===== src/rtl/hsum_pkg.sv =====
package hsum_pkg;

   localparam int INSN_W = 32;
   localparam int IDX_W  = 4;

   // instruction field positions fixed by the encoding
   localparam int F_MAJOR_LSB = 26;
   localparam int F_PADH_LSB  = 24;
   localparam int F_MINOR_LSB = 22;
   localparam int F_PADL_LSB  = 18;
   localparam int F_SRCC_LSB  = 14;
   localparam int F_SRCB_LSB  = 10;
   localparam int F_DST_LSB   = 6;
   localparam int F_FUNC_LSB  = 0;

   typedef enum logic [1:0] {
      OP_NONE = 2'd0,
      OP_SUM  = 2'd1,
      OP_SUMR = 2'd2,
      OP_RSVD = 2'd3
   } hsum_op_e;

   typedef struct packed {
      hsum_op_e         op;
      logic [IDX_W-1:0] dst;
      logic [IDX_W-1:0] src_b;
      logic [IDX_W-1:0] src_c;
      logic             pad_ok;
   } hsum_dec_t;

endpackage


===== src/rtl/hsum_decode.sv =====
module hsum_decode
   import hsum_pkg::*;
#(
   parameter logic [5:0] MAJOR_CODE = 6'h1C,
   parameter logic [5:0] POOL_CODE  = 6'h1C
) (
   input  logic              valid,
   input  logic [INSN_W-1:0] insn,
   output hsum_dec_t         dec
);

   logic in_pool;

   assign in_pool = valid
                    && (insn[F_MAJOR_LSB +: 6] == MAJOR_CODE)
                    && (insn[F_FUNC_LSB +: 6] == POOL_CODE);

   always_comb begin
      dec.op = OP_NONE;
      if (in_pool) begin
         unique case (insn[F_MINOR_LSB +: 2])
            2'd1:    dec.op = OP_SUM;
            2'd2:    dec.op = OP_SUMR;
            2'd3:    dec.op = OP_RSVD;
            default: dec.op = OP_NONE;
         endcase
      end
      dec.dst    = insn[F_DST_LSB  +: IDX_W];
      dec.src_b  = insn[F_SRCB_LSB +: IDX_W];
      dec.src_c  = insn[F_SRCC_LSB +: IDX_W];
      dec.pad_ok = (insn[F_PADH_LSB +: 2] == 2'd0) && (insn[F_PADL_LSB +: 4] == 4'd0);
   end

endmodule


===== src/rtl/hsum_reduce.sv =====
module hsum_reduce #(
   parameter int DATA_W     = 32,
   parameter int LANE_W     = 8,
   parameter int SUM_W      = 10,
   parameter bit ADDER_TREE = 1'b1
) (
   input  logic [DATA_W-1:0] data,
   output logic [SUM_W-1:0]  sum
);

   localparam int LANES  = DATA_W / LANE_W;
   localparam int LEAVES = 1 << $clog2(LANES);

   if (DATA_W % LANE_W != 0) begin : g_bad_lane
      $error("hsum_reduce: DATA_W must be a multiple of LANE_W");
   end
   if (SUM_W < LANE_W + $clog2(LANES)) begin : g_bad_sum
      $error("hsum_reduce: SUM_W too narrow for the lane total");
   end

   generate
      if (ADDER_TREE) begin : g_tree
         logic [SUM_W-1:0] node [2*LEAVES-1];
         for (genvar l = 0; l < LEAVES; l++) begin : g_leaf
            if (l < LANES) begin : g_used
               assign node[LEAVES-1+l] = SUM_W'(data[l*LANE_W +: LANE_W]);
            end else begin : g_pad
               assign node[LEAVES-1+l] = '0;
            end
         end
         for (genvar n = 0; n < LEAVES-1; n++) begin : g_node
            assign node[n] = node[2*n+1] + node[2*n+2];
         end
         assign sum = node[0];
      end else begin : g_chain
         always_comb begin
            sum = '0;
            for (int l = 0; l < LANES; l++) begin
               sum = sum + SUM_W'(data[l*LANE_W +: LANE_W]);
            end
         end
      end
   endgenerate

endmodule


===== src/rtl/hsum_exec.sv =====
module hsum_exec
   import hsum_pkg::*;
#(
   parameter int         XLEN       = 32,
   parameter int         LANE_W     = 8,
   parameter int         BIAS       = 2,
   parameter bit         ADDER_TREE = 1'b1,
   parameter logic [5:0] MAJOR_CODE = 6'h1C,
   parameter logic [5:0] POOL_CODE  = 6'h1C
) (
   input  logic              clk,
   input  logic              rst_n,
   input  logic              in_valid,
   input  logic [INSN_W-1:0] in_insn,
   input  logic [XLEN-1:0]   in_src_b,
   input  logic [XLEN-1:0]   in_src_c,
   output logic              wr_en,
   output logic [IDX_W-1:0]  wr_idx,
   output logic [XLEN-1:0]   wr_data,
   output logic              rsvd_pulse
);

   localparam int HALF_W  = XLEN / 2;
   localparam int LANES   = XLEN / LANE_W;
   localparam int SUM_W   = LANE_W + $clog2(LANES);
   localparam int SUM_MAX = LANES * ((1 << LANE_W) - 1) + BIAS;

   if (XLEN % LANE_W != 0 || LANES < 2) begin : g_bad_geom
      $error("hsum_exec: XLEN must hold at least two lanes of LANE_W");
   end
   if (SUM_W > HALF_W || SUM_MAX >= (1 << HALF_W)) begin : g_bad_half
      $error("hsum_exec: biased lane total does not fit a result half");
   end

   hsum_dec_t          dec;
   logic               do_write;
   logic               both_zero;
   logic               add_bias;
   logic [XLEN-1:0]    opnd_b, opnd_c;
   logic [SUM_W-1:0]   sum_b, sum_c;
   logic [HALF_W-1:0]  bias_v, half_hi, half_lo;

   hsum_decode #(
      .MAJOR_CODE (MAJOR_CODE),
      .POOL_CODE  (POOL_CODE)
   ) u_decode (
      .valid (in_valid),
      .insn  (in_insn),
      .dec   (dec)
   );

   // index 0 is the zero register: its read data is never used
   assign opnd_b    = (dec.src_b == '0) ? '0 : in_src_b;
   assign opnd_c    = (dec.src_c == '0) ? '0 : in_src_c;
   assign both_zero = (dec.src_b == '0) && (dec.src_c == '0);

   hsum_reduce #(
      .DATA_W (XLEN), .LANE_W (LANE_W), .SUM_W (SUM_W), .ADDER_TREE (ADDER_TREE)
   ) u_sum_b (
      .data (opnd_b),
      .sum  (sum_b)
   );

   hsum_reduce #(
      .DATA_W (XLEN), .LANE_W (LANE_W), .SUM_W (SUM_W), .ADDER_TREE (ADDER_TREE)
   ) u_sum_c (
      .data (opnd_c),
      .sum  (sum_c)
   );

   assign do_write = ((dec.op == OP_SUM) || (dec.op == OP_SUMR)) && dec.pad_ok && (dec.dst != '0);
   assign add_bias = (dec.op == OP_SUMR) && !both_zero;
   assign bias_v   = add_bias ? HALF_W'(BIAS) : '0;
   assign half_hi  = HALF_W'(sum_b) + bias_v;
   assign half_lo  = HALF_W'(sum_c) + bias_v;

   always_ff @(posedge clk or negedge rst_n) begin
      if (!rst_n) begin
         wr_en      <= 1'b0;
         rsvd_pulse <= 1'b0;
         wr_idx     <= '0;
         wr_data    <= '0;
      end else begin
         wr_en      <= do_write;
         rsvd_pulse <= (dec.op == OP_RSVD);
         if (do_write) begin
            wr_idx  <= dec.dst;
            wr_data <= {half_hi, half_lo};
         end
      end
   end

   // ---------------------------------------------------------------- checks
   AST_IDLE_QUIET: assert property (@(posedge clk) disable iff (!rst_n)
      !in_valid |=> (!wr_en && !rsvd_pulse));

   AST_PAD_DROPPED: assert property (@(posedge clk) disable iff (!rst_n)
      (in_valid && in_insn[F_MAJOR_LSB +: 6] == MAJOR_CODE && in_insn[F_FUNC_LSB +: 6] == POOL_CODE
       && in_insn[F_MINOR_LSB +: 2] != 2'd3
       && (in_insn[F_PADH_LSB +: 2] != 2'd0 || in_insn[F_PADL_LSB +: 4] != 4'd0))
      |=> (!wr_en && !rsvd_pulse));

   AST_NO_ZERO_DEST: assert property (@(posedge clk) disable iff (!rst_n)
      wr_en |-> (wr_idx != '0));

   AST_BOTH_ZERO_SRC: assert property (@(posedge clk) disable iff (!rst_n)
      (in_valid && in_insn[F_MAJOR_LSB +: 6] == MAJOR_CODE && in_insn[F_FUNC_LSB +: 6] == POOL_CODE
       && (in_insn[F_MINOR_LSB +: 2] == 2'd1 || in_insn[F_MINOR_LSB +: 2] == 2'd2)
       && in_insn[F_PADH_LSB +: 2] == 2'd0 && in_insn[F_PADL_LSB +: 4] == 4'd0
       && in_insn[F_DST_LSB +: IDX_W] != '0
       && in_insn[F_SRCB_LSB +: IDX_W] == '0 && in_insn[F_SRCC_LSB +: IDX_W] == '0)
      |=> (wr_en && wr_data == '0));

   AST_RSVD_NO_WRITE: assert property (@(posedge clk) disable iff (!rst_n)
      rsvd_pulse |-> (!wr_en && $past(in_valid)));

   AST_NO_OVERFLOW: assert property (@(posedge clk) disable iff (!rst_n)
      wr_en |-> (wr_data[XLEN-1:HALF_W] <= HALF_W'(SUM_MAX)
                 && wr_data[HALF_W-1:0] <= HALF_W'(SUM_MAX)));

endmodule


===== config.mk =====
export PLATFORM = sky130hd
export DESIGN_NAME = hsum_exec
export DESIGN_NICKNAME = d
export VERILOG_FILES = /design/src/rtl/hsum_pkg.sv /design/src/rtl/hsum_decode.sv /design/src/rtl/hsum_reduce.sv /design/src/rtl/hsum_exec.sv
export SDC_FILE = /design/constraint.sdc
export NUM_CORES = 1
export LEC_CHECK = 0
export BUFFER_PORTS_ARGS = -buffer_cell sky130_fd_sc_hd__buf_2
export CAP_MARGIN = 20
export CELL_PAD_IN_SITES_DETAIL_PLACEMENT = 1
export CELL_PAD_IN_SITES_GLOBAL_PLACEMENT = 1
export CORE_ASPECT_RATIO = 1.2
export CORE_UTILIZATION = 38
export CTS_CLUSTER_DIAMETER = 30
export CTS_CLUSTER_SIZE = 16
export DETAILED_ROUTE_END_ITERATION = 16
export PLACE_DENSITY_LB_ADDON = 0.2
export SYNTH_ARGS = -nofsm -noshare
export SYNTH_HDL_FRONTEND = slang
export SYNTH_HIERARCHICAL = 1
export SYNTH_SLANG_ARGS = --single-unit

===== constraint.sdc =====
create_clock -name clk -period 1.1 [get_ports clk]
set_clock_uncertainty 0.05 [all_clocks]
set_input_delay 0.055 -clock clk [delete_from_list [all_inputs] [get_ports clk]]
set_output_delay 0.055 -clock clk [all_outputs]
set_load 0.01 [all_outputs]

==> results of run 1 <==
==> logic make-up after synthesis <==
| logic type | Yosys count |
|---|---|
| flops | 28 |
| mux | 14 |
| xor+xnor | 40 |
| compound gates | 106 |
| fa+ha+maj | 62 |
| other cells | 1 |
| simple gates | 158 |
| buf+inv | 56 |
==> repair_timing <==
item                                    4_1_cts
pin swaps                                    55
setup buffers                                22
hold buffers                                  1
hold endpoints to repair                     28
cloned                                        2
resized for setup                            90
endpoints found under the setup margin       27
==> stage by stage <==
step | instance area, µm² | setup WS, ns | utilization | hold WS [ns]
CTS | 6425 | -2.516 | 0.6355 | 0.09930
detailed placement | 5699 | -2.823 | 0.5637 | 0.03484
global placement | 5699 | -2.626 | 0.5637 | 0.03305
floorplan | 4339 | -2.640 | - | -0.2906
==> routing by layer <==
metal	overflow	track usage
met2	4	0.9067
met4	7	0.7791
met3	0	0.4475
met1	0	0.5940
met5	0	0.05392
==> impl_results.md, run 1 <==
* Initial antenna violation count at 4
* WEP type: register input
* Cell Rows at 40
* XOR/XNOR Fraction of Synth Area at 0.08797
* Root buf cell: clkbuf_16
* Worst-path endpoint after global-route repair_timing: wr_data[25]$_DFFE_PN0P_/D
* Mean Syn Cell Area at between 8 and 9 µm²
* GRT overflow at 11
* DIE HEIGHT at around 110 µm
* Largest family of logic cells by synthesized area: simple AND/OR/NAND/NOR gates
* H-tree depth at 1
* Post-synth top flop: dfrtp_1
* Compound-cell area share of the yosys netlist at 0.1722
* HPWL Detailed at about 11 mm
* Die width at ~95 µm
* Post-synth top area share at 0.1759
* Simple-gate share of the synthesized area at 0.2359
* Most common cell in the synthesized netlist: nor2b_1
* Max clock buf depth at 2
* Commonest cells post-synth: nor2b_1, ha_1, xnor2_1, dfrtp_1, a21oi_1
* Adder-Cell Fraction of Synth Area at 0.2061
* Synth unique cells at 57
* Cell Area, Synth at approximately 4000 µm²
* #FFs+latches synth at 28
* Outcome: aborted with a tool error
* Area contributors post-synth: dfrtp_1, ha_1, nor2b_1, xnor2_1, buf_4
* Starting Density at 0.3939
* Mapped Cells at 465
* Tool error: [ERROR GRT-0232] Routing congestion too high. Check the congestion heatmap in the GUI.
* YS warnings at 6
* Sequential fraction of the synthesis area at 0.1759
* Post-synth EDFFs at 0
* Placer Congestion at ~0.83
* Total GRT Usage at 0.6646
* TritonCTS buffer count at 3
* Io pins at ~140
* Sink Count at 28
* Pin count of the biggest net entering global routing at 29
* Leading area contributor after synthesis: dfrtp_1
* Port bufs at 126
* Fail Step: 5_1_grt
* Cell total after placement at around 810
* Ys async rst share at 1.000
* Post-synthesis mux area share at 0.04053
==> inputs of run 2 (changes only) <==
CELL_PAD_IN_SITES_DETAIL_PLACEMENT = not set   (was 1)
CELL_PAD_IN_SITES_GLOBAL_PLACEMENT = not set   (was 1)
CORE_ASPECT_RATIO = not set   (was 1.2)
CORE_UTILIZATION = 40   (was 38)
CTS_CLUSTER_DIAMETER = not set   (was 30)
CTS_CLUSTER_SIZE = not set   (was 16)
PLACE_DENSITY_LB_ADDON = 0.15   (was 0.2)
==> impl_results.md, run 2 <==
* Die width at around 100 µm
* Mean Syn Cell Area at approximately 8.6 µm²
* Mapped Cells at between 400 and 500
* Leading area contributor after synthesis: dfrtp_1
* Worst hold start: in_insn[7]
* Adder-Cell Fraction of Synth Area at 0.2061
* Compound-cell area share of the yosys netlist at 0.1722
* Simple-gate share of the synthesized area at 0.2359
* R2R Setup Slk at 0.27 ns
* Area contributors post-synth: dfrtp_1, ha_1, nor2b_1, xnor2_1, buf_4
* Reg power frac at 0.116
* Ant. Diodes at 0
* TritonCTS clock tree: built
* Uppermost routed layer: met4
* Post-synth top flop: dfrtp_1
* Internal at approximately 5.3 mW
* Cell Rows at 36
* Core footprint at 9729 µm²
* Share of cells above drive strength 1 at 0.5249
* Largest register FFs at 22
* Regs by FF count: wr_data (22), wr_idx (4)
* Post-route ant nets at 0
* Io pins at roughly 140
* Routed wl met3 at between 400 and 500 µm
* Static Leak at roughly 3.2 nW
* M1 wire length at ~4.7 mm
* HPWL Detailed at roughly 8.2 mm
* Cell Area, Synth at 3983 µm²
* Max clock buf depth at 2
* Ys async rst share at 1.000
* Fmax at between 0.2 and 0.3 GHz
* Sink Count at 28
* First-pass GRT wire length at about 17 mm
* Clock share of power at 0.074
* Minimum clock period at about 3.6 ns
* DR WL met2 at between 5 and 6 mm
* CP Class: input pin to flop
* Starting Density at 0.4093
* Vias at slightly above 4000
* Unrepaired setup endpoints after global routing: yes
* Via/cell ratio at about 4.9
* Skew-Pair Late Insertion Delay at ~0.28 ns
* Placer Congestion at about 0.9
* #FFs+latches synth at 28
* Worst R2R End: wr_data[16]$_DFFE_PN0P_
* Final-report hold violation count at 0
* Layout area overhead at 59.82%
* Power, Total at 8.836 mW
* Failing checks: negative setup slack
* Most frequent cells in the layout: buf_2, buf_4, nor2b_1
* Cell area after layout at between 6000 and 7000 µm²
* Commonest cells post-synth: nor2b_1, ha_1, xnor2_1, dfrtp_1, a21oi_1
* Synth unique cells at between 50 and 60
* Clock-pin slew on the worst setup and hold paths at 0.10 ns
* Critical Path Start Type: input pin
* TritonCTS buffer count at 3
* XOR/XNOR Fraction of Synth Area at 0.08797
* GRT overflow at 0
* YS warnings at 6
* Initial antenna violation count at 0
* Hold Path End: wr_idx[1]$_DFFE_PN0P_
* Largest family of logic cells by synthesized area: simple AND/OR/NAND/NOR gates
* Setup WS pre-CTS at -2.752 ns
* Slew Viols, Final at 0
* Outcome: finished with violations
* Worst vdd ir at 678.4 µV
* Die area at slightly above 10000 µm²
* WL final at ~11 mm
* Net switching fraction of the power at 0.4047
* Worst Path Required at between 1 and 1.5 ns
* Post-synth top area share at 0.1759
* Endpoints failing setup at 27
* Switching pwr at roughly 3.6 mW
* Vias in the first global route at 3844
* Pin count of the biggest net entering global routing at 25
* Worst Slack Setup Final at -2.451 ns
* Worst min-delay path class: input pin to flop
* Reg2reg path depth at 1
* Critical path fanouts, max at 7
* CP endpoint kind: flop
* Final Cycle Share at 3.228
* Critical Path AT at 3.71 ns
* Most common cell in the synthesized netlist: nor2b_1
* Most common cell after layout, fill and taps aside: buf_2
* Root buf cell: clkbuf_8
* Final net count at between 800 and 900
* Total GRT Usage at 0.1960
* Post-synthesis mux area share at 0.04053
* Reg-to-Reg Start: wr_data[16]$_DFFE_PN0P_
* Reg with most FFs: wr_data
* Initial drt markers at between 70 and 80
* Sequential fraction of the synthesis area at 0.1759
* DIE HEIGHT at around 100 µm
* Post-synth EDFFs at 0
* Port bufs at between 100 and 150
* H-tree depth at 1
* Proportion of power drawn by combinational gates at 0.809
* Placed inst area at approximately 5700 µm²
* Pwr Density at between 1000 and 1500 nW/µm²
* First-pass DRT Iterations at 4
* WL per Instance at 12.77 µm
* Hold depth at 2
* Remaining DRCs at 0
* Max Cap Viol at 0
-- run 2: timing repair --
item	4_1_cts	5_1_grt
gates resized for setup	35	50
hold buffers	1	0
endpoints found under the setup margin	27	28
buffers inserted	12	13
cloned	1	2
pin swaps	15	43
hold endpoints to repair	28	0
-- run 2: per-layer routing --
layer	GRT usage	vias to the layer above
met5	0	-
met4	0.03567	0
met3	0.01863	13
met2	0.3560	107
met1	0.2526	1879
li1	-	2098
-- run 2: metrics by stage --
stage	util	cells	TNS (ns)	hold WS [ns]
finish	0.6542	836	-43.20	0.004640
global route	0.6542	836	-47.14	0.0004378
CTS	0.6219	826	-42.59	0.002177
detailed placement	0.5864	809	-52.17	-0.1640
global placement	0.5864	809	-51.06	-0.1664
floorplan	-	474	-47.44	-0.2906
-- run 2: worst max path at each step --
| stage | end | from | depth (start not counted) | slack, ns |
|---|---|---|---|---|
| after floorplan | wr_data[25]$_DFFE_PN0P_ | in_insn[12] | 18 | -2.64 |
| after global placement | wr_data[9]$_DFFE_PN0P_ | in_insn[16] | 19 | -2.62 |
| after detailed placement | wr_data[25]$_DFFE_PN0P_ | in_insn[12] | 20 | -2.75 |
| after CTS | wr_data[9]$_DFFE_PN0P_ | in_insn[16] | 20 | -2.39 |
| after global routing | wr_data[24]$_DFFE_PN0P_ | in_insn[10] | 20 | -2.67 |
| final | wr_data[24]$_DFFE_PN0P_ | in_insn[10] | 20 | -2.45 |
-- run 2: power by group through the flow --
stage                     Combinational (mW)  Clock, mW  Sequential, mW
final                                   7.15      0.657            1.03
after global placement                  5.55          0            1.05
after detailed placement                5.68          0            1.05
after global routing                    7.74      0.723            1.03
after floorplan                         3.47          0            1.05
after CTS                               6.12      0.678            1.03
-- run 2: cells by family (layout without fill, tap and decap cells) --
| kind of cell | after synthesis | in the layout |
|---|---|---|
| and+or+nand+nor | 158 | 158 |
| other | 1 | 10 |
| buffers and inverters | 56 | 285 |
| DFF | 28 | 28 |
| xor gates and xnor gates | 40 | 40 |
| AOI/OAI and AO/OA | 106 | 106 |
| adders and majority gates | 62 | 62 |
| muxes | 14 | 14 |
-- run 2: cell type report --
| type | instances | area [µm²] |
|---|---|---|
| Multi-Input combinational cell | 390 | 3550 |
| Timing Repair inverter | 1 | 16.27 |
| Sequential cell | 28 | 700.7 |
| Inverter | 25 | 110.1 |
| Fill cell | 875 | 3364 |
| Timing Repair Buffer | 255 | 1767 |
| Clock buffer | 4 | 55.05 |
| Tap cell | 133 | 166.4 |
-- run 2: worst max-delay path: stages --
cell	delay (ns)
buf_6	0.09
nor4_4	0.30
buf_6	0.18
nor2b_1	0.05
ha_2	0.19
inv_2	0.05
fa_2	0.20
nor2b_1	0.05
o21ai_1	0.12
nand2b_1	0.11
a221oi_2	0.29
xnor2_1	0.13
ha_1	0.38
a21o_1	0.19
a221o_1	0.36
a31oi_4	0.18
xnor2_2	0.10
buf_4	0.14
or3_1	0.36
a31oi_1	0.17
No activity file was read; power rests on OpenSTA's default activity.
==> inputs of run 3 (changes only) <==
==> constraint.sdc (replaced) <==
create_clock -name clk -period 4 [get_ports clk]
set_clock_uncertainty 0.05 [all_clocks]
set_input_delay 0.2 -clock clk [delete_from_list [all_inputs] [get_ports clk]]
set_output_delay 0.2 -clock clk [all_outputs]
set_load 0.05 [all_outputs]
==> impl_results.md, run 3 (synthesized netlist as in run 2, its figures left out) <==
* Outcome: complete, no violations
* Worst Path Required at slightly above 4 ns
* Root buf cell: clkbuf_8
* Worst vdd ir at around 170 µV
* Cell total after placement at 736
* First-pass GRT wire length at roughly 15 mm
* Vias in the first global route at between 3000 and 4000
* Pwr Density at between 300 and 400 nW/µm²
* Final-report hold violation count at 0
* Slowest CP cell: or3_1
* TritonCTS clock tree: built
* Crit path launch: in_insn[11]
* Final cell count without fillers at approximately 750
* Endpoints failing setup at 0
* Die width at approximately 100 µm
* Most frequent cells in the layout: buf_2, nor2b_1, ha_1
* Internal at 1.025 mW
* Unrepaired setup endpoints after global routing: no
* Critical Path AT at 3.96 ns
* Skew-Pair Late Insertion Delay at ~0.27 ns
* Die area at ~10000 µm²
* Critical Path Start Type: input pin
* Uppermost routed layer: met4
* Regs by FF count: wr_data (22), wr_idx (4)
* Initial antenna violation count at 0
* Initial drt markers at just under 50
* Final net count at between 700 and 800
* Vias at 3673
* Ant. Diodes at 0
* Critical path fanouts, max at 5
* Clock-pin slew on the worst setup and hold paths at 0.10 ns
* Share of cells above drive strength 1 at 0.3404
* Via/cell ratio at 4.917
* TritonCTS buffer count at 3
* Critical path cell sequence: buf_2, nor4_4, buf_4, nor2b_1, ha_1, fa_2, a21oi_2, nor2b_1, a311oi_2, xnor2_1, ha_1, a21o_1, a221o_1, a31oi_2, xnor2_2, buf_4, or3_1, a31oi_1
* CP Class: input pin to flop
* Sink Count at 28
* Proportion of power drawn by combinational gates at 0.716
* CP endpoint kind: flop
* Cell Rows at 36
* Slew Viols, Final at 0
* Clock share of power at 0.125
* Most common cell after layout, fill and taps aside: buf_2
* HPWL Detailed at between 7 and 8 mm
* Switching pwr at between 0.7 and 0.8 mW
* First-pass DRT Iterations at 4
* H-tree depth at 1
* WL per Instance at between 10 and 15 µm
* Setup TNS at 0 ns
* Layout area overhead at 28.02%
* WL final at 8.891 mm
* Placer Congestion at a little under 0.8
* Static Leak at 2.593 nW
* Max Cap Viol at 0
* DIE HEIGHT at between 100 and 150 µm
* Reg with most FFs: wr_data
* Io pins at roughly 140
* Pin count of the biggest net entering global routing at 29
* Slew HR at 0.4344
* M1 wire length at just over 4 mm
* Routed wl met3 at approximately 330 µm
* Worst-margin pin slew at 0.8407 ns
* Minimum clock period at between 3 and 4 ns
* GRT overflow at 0
* Final Cycle Share at 0.9513
* Worst hold start: in_insn[6]
* Critical Path Max Stage Delay at between 0.3 and 0.4 ns
* Largest register FFs at 22
* Fmax at around 0.26 GHz
* Reg-to-Reg Start: wr_data[2]$_DFFE_PN0P_
* Max clock buf depth at 2
* Net switching fraction of the power at 0.4237
* DR WL met2 at around 4.5 mm
* Port bufs at 126
* Worst min-delay path class: input pin to flop
* Post-route ant nets at 0
* Remaining DRCs at 0
* Total GRT Usage at 0.1723
* Starting Density at 0.4093
* Reg power frac at 0.159
* Core footprint at around 9700 µm²
-- run 3: what timing repair did --
item,in CTS,in global routing
resized for setup,0,13
hold endpoints to repair,28,0
hold buffers,1,0
setup buffers,0,6
endpoints found under the setup margin,0,5
-- run 3: power groups by stage --
stage	clock [mW]	combinational, mW	sequential [mW]
3_5_place_dp	0	1.20	0.288
6_report	0.223	1.27	0.283
4_1_cts	0.230	1.21	0.283
5_1_grt	0.241	1.43	0.283
3_3_place_gp	0	1.18	0.288
2_1_floorplan	0	0.869	0.289
-- run 3: stage by stage --
stage	hold slack, ns	cell area, µm²	util	setup WS [ns]	power [mW]
final	0.1379	5099	0.5240	0.1949	1.779
after global routing	0.1306	5099	0.5240	0.002331	1.953
after CTS	0.1360	4996	0.5135	0.1470	1.725
after detailed placement	0.2047	4915	0.5051	-0.1395	1.493
after global placement	0.2007	4915	0.5051	-0.08818	1.467
after floorplan	-0.1456	4099	-	0.01844	1.157
-- run 3: worst paths after layout --
| check | to | slack, ns | cells after the start |
|---|---|---|---|
| max | wr_data[24]$_DFFE_PN0P_ | 0.19 | 18 |
| min | wr_idx[0]$_DFFE_PN0P_ | 0.14 | 2 |
| max reg2reg | wr_data[2]$_DFFE_PN0P_ | 3.18 | 1 |
| min reg2reg | wr_idx[0]$_DFFE_PN0P_ | 0.46 | 1 |
| max in group asynchronous | wr_data[2]$_DFFE_PN0P_ | 3.08 | 2 |
| min in group asynchronous | wr_data[5]$_DFFE_PN0P_ | 0.41 | 2 |
-- run 3: metal layers --
layer	global-route usage	up-vias
met1	0.2130	1672
met4	0.01338	0
li1	-	1926
met5	0	-
met3	0.01794	2
met2	0.3311	73
-- run 3: layout make-up --
type                            instances  area, µm²
Clock buffer                            3      41.29
Clock inverter                          1      30.03
Fill cell                             988       4631
Inverter                               25      101.3
Multi-Input combinational cell        390       3082
Sequential cell                        28      700.7
Tap cell                              133      166.4
Timing Repair Buffer                  167      977.2
-- run 3: critical path, delay by kind of cell --
family                     cells  cell delay (ns)
AOI/OAI and AO/OA              6             1.38
and+or+nand+nor                4             0.83
adders and majority gates      3             0.92
xor gates and xnor gates       2             0.21
buffers and inverters          3             0.43
==> inputs of run 4 (changes only) <==
CORE_UTILIZATION = 52   (was 40)
==> impl_results.md, run 4 (synthesized netlist as in run 2, its figures left out) <==
* Reg power frac at 0.159
* Worst hold start: in_insn[8]
* Core footprint at roughly 7300 µm²
* Worst R2R End: wr_data[17]$_DFFE_PN0P_
* Critical Path AT at between 3 and 4 ns
* Proportion of power drawn by combinational gates at 0.717
* WL final at between 9 and 10 mm
* WL per Instance at 12.88 µm
* Switching pwr at between 0.7 and 0.8 mW
* Filler instances at roughly 610
* Power, Total at 1.778 mW
* Slew HR at 0.4292
* Reg with most FFs: wr_data
* CP Class: input pin to flop
* TritonCTS clock tree: built
* Worst Slack Setup Final at 0.1712 ns
* Worst Path Required at 4.16 ns
* Most common cell after layout, fill and taps aside: buf_2
* Most frequent cells in the layout: buf_2, nor2b_1, ha_1
* Initial drt markers at 85
* Endpoints failing setup at 0
* Layout area overhead at 30.16%
* Skew-Pair Late Insertion Delay at between 0.2 and 0.3 ns
* Critical Path Start Type: input pin
* Via/cell ratio at 5.286
* Fmax at around 0.26 GHz
* Uppermost routed layer: met4
* Internal at between 1 and 1.5 mW
* Initial antenna violation count at 0
* Sink Count at 28
* Max clock buf depth at 2
* Setup WS pre-CTS at -0.1312 ns
* Worst-margin pin slew at roughly 0.85 ns
* Cell Rows at 31
* Final Util at 0.7071
* Starting Density at 0.5433
* Reg-to-Reg Start: wr_data[17]$_DFFE_PN0P_
* Static Leak at between 2 and 3 nW
* Port bufs at 126
* HPWL Detailed at 7.401 mm
* TritonCTS buffer count at 3
* Pwr Density at between 300 and 400 nW/µm²
* Critical Path Max Stage Delay at between 0.3 and 0.4 ns
* Regs by FF count: wr_data (22), wr_idx (4)
* GRT overflow at 0
* Outcome: complete, no violations
* M1 wire length at 4.151 mm
* Share of cells above drive strength 1 at 0.3664
* Critical path cell sequence: buf_6, nor4_4, buf_6, buf_12, nor2b_1, ha_1, a211oi_2, nor2_1, a221o_1, a21oi_2, xnor2_1, ha_1, buf_6, a221o_1, a31oi_1, xnor2_1, nand3_1, or3_1, a31oi_1
* Critical path fanouts, max at 6
* Remaining DRCs at 0
* Routed wl met3 at ~340 µm
* CP endpoint kind: flop
* Largest register FFs at 22
* Io pins at 137
* Die area at about 8000 µm²
* Crit path launch: in_insn[11]
* Net switching fraction of the power at 0.4252
* Pin count of the biggest net entering global routing at 29
* Setup crit end: wr_data[25]$_DFFE_PN0P_
* Placer Congestion at 0.8475
* Root buf cell: clkbuf_8
* Final Cycle Share at 0.9572
* Max Cap Viol at 0
* Clock-pin slew on the worst setup and hold paths at 0.10 ns
* First-pass DRT Iterations at 4
* Clock share of power at 0.124
* Minimum clock period at between 3 and 4 ns
* Vias in the first global route at ~3300
* Die width at 89.52 µm
* DR WL met2 at 4.655 mm
* Slowest CP cell: or3_1
* First-pass GRT wire length at between 10 and 15 mm
* DIE HEIGHT at 89.52 µm
* Post-route ant nets at 0
* Ant. Diodes at 0
* Unrepaired setup endpoints after global routing: yes
* H-tree depth at 1
* Reg2reg path depth at 1
* Cell area after layout at between 5000 and 6000 µm²
* Worst vdd ir at 171.2 µV
* Slew Viols, Final at 0
* R2R Setup Slk at approximately 3.2 ns
* Hold depth at 2
* WHS at ~0.13 ns
* Final net count at 776
* Final-report hold violation count at 0
* Placed inst area at between 4000 and 5000 µm²
* Most used cell along the critical path: buf_6
* Worst min-delay path class: input pin to flop
* Total GRT Usage at 0.2112
* Vias at approximately 3800
==> run 4: routing by layer <==
layer	global-route usage	vias up
met3	0.01293	4
li1	-	1931
met1	0.2686	1733
met2	0.3969	101
met4	0.03463	0
met5	0	-
==> run 4: cell type report <==
type                       count  area, µm²  area share
clock buffer                   3      41.29    0.007965
clock inverter                 1      30.03    0.005793
inverter                      25      101.3     0.01955
multi-input combinational    390       3153      0.6083
sequential                    28      700.7      0.1352
tap                           99      123.9     0.02390
timing repair buffer         167       1033      0.1994
==> run 4: how the worst min path moves through the flow <==
stage	end	slack, ns
floorplan	rsvd_pulse$_DFF_PN0_	-0.15
global route	wr_idx[3]$_DFFE_PN0P_	0.14
CTS	wr_idx[2]$_DFFE_PN0P_	0.13
global placement	wr_data[4]$_DFFE_PN0P_	0.19
detailed placement	wr_data[5]$_DFFE_PN0P_	0.19
finish	wr_idx[2]$_DFFE_PN0P_	0.13
==> run 4: stage by stage <==
stage | setup TNS, ns | std cells
2_1_floorplan | 0 | 474
3_3_place_gp | -0.01020 | 692
3_5_place_dp | -0.4285 | 692
4_1_cts | 0 | 697
5_1_grt | -0.1230 | 713
6_report | 0 | 713
==> run 4: what timing repair did <==
action / 4_1_cts / 5_1_grt
endpoints found under the setup margin: 0 / 10
hold buffers: 1 / 0
endpoints found under the hold margin: 28 / 0
resized for setup: 0 / 34
buffers inserted: 0 / 13
==> run 4: critical path, delay by kind of cell <==
kind / cells / cell delay (ns)
fa+ha+maj: 2 / 0.63
buf+inv: 4 / 0.54
xor+xnor: 2 / 0.28
simple gates: 5 / 0.98
compound gates: 6 / 1.35
==> run 4: power by group through the flow <==
stage	clock [mW]	sequential (mW)	combinational (mW)
floorplan	0	0.289	0.869
global placement	0	0.288	1.14
detailed placement	0	0.288	1.17
CTS	0.225	0.283	1.18
global route	0.232	0.283	1.42
finish	0.221	0.283	1.27
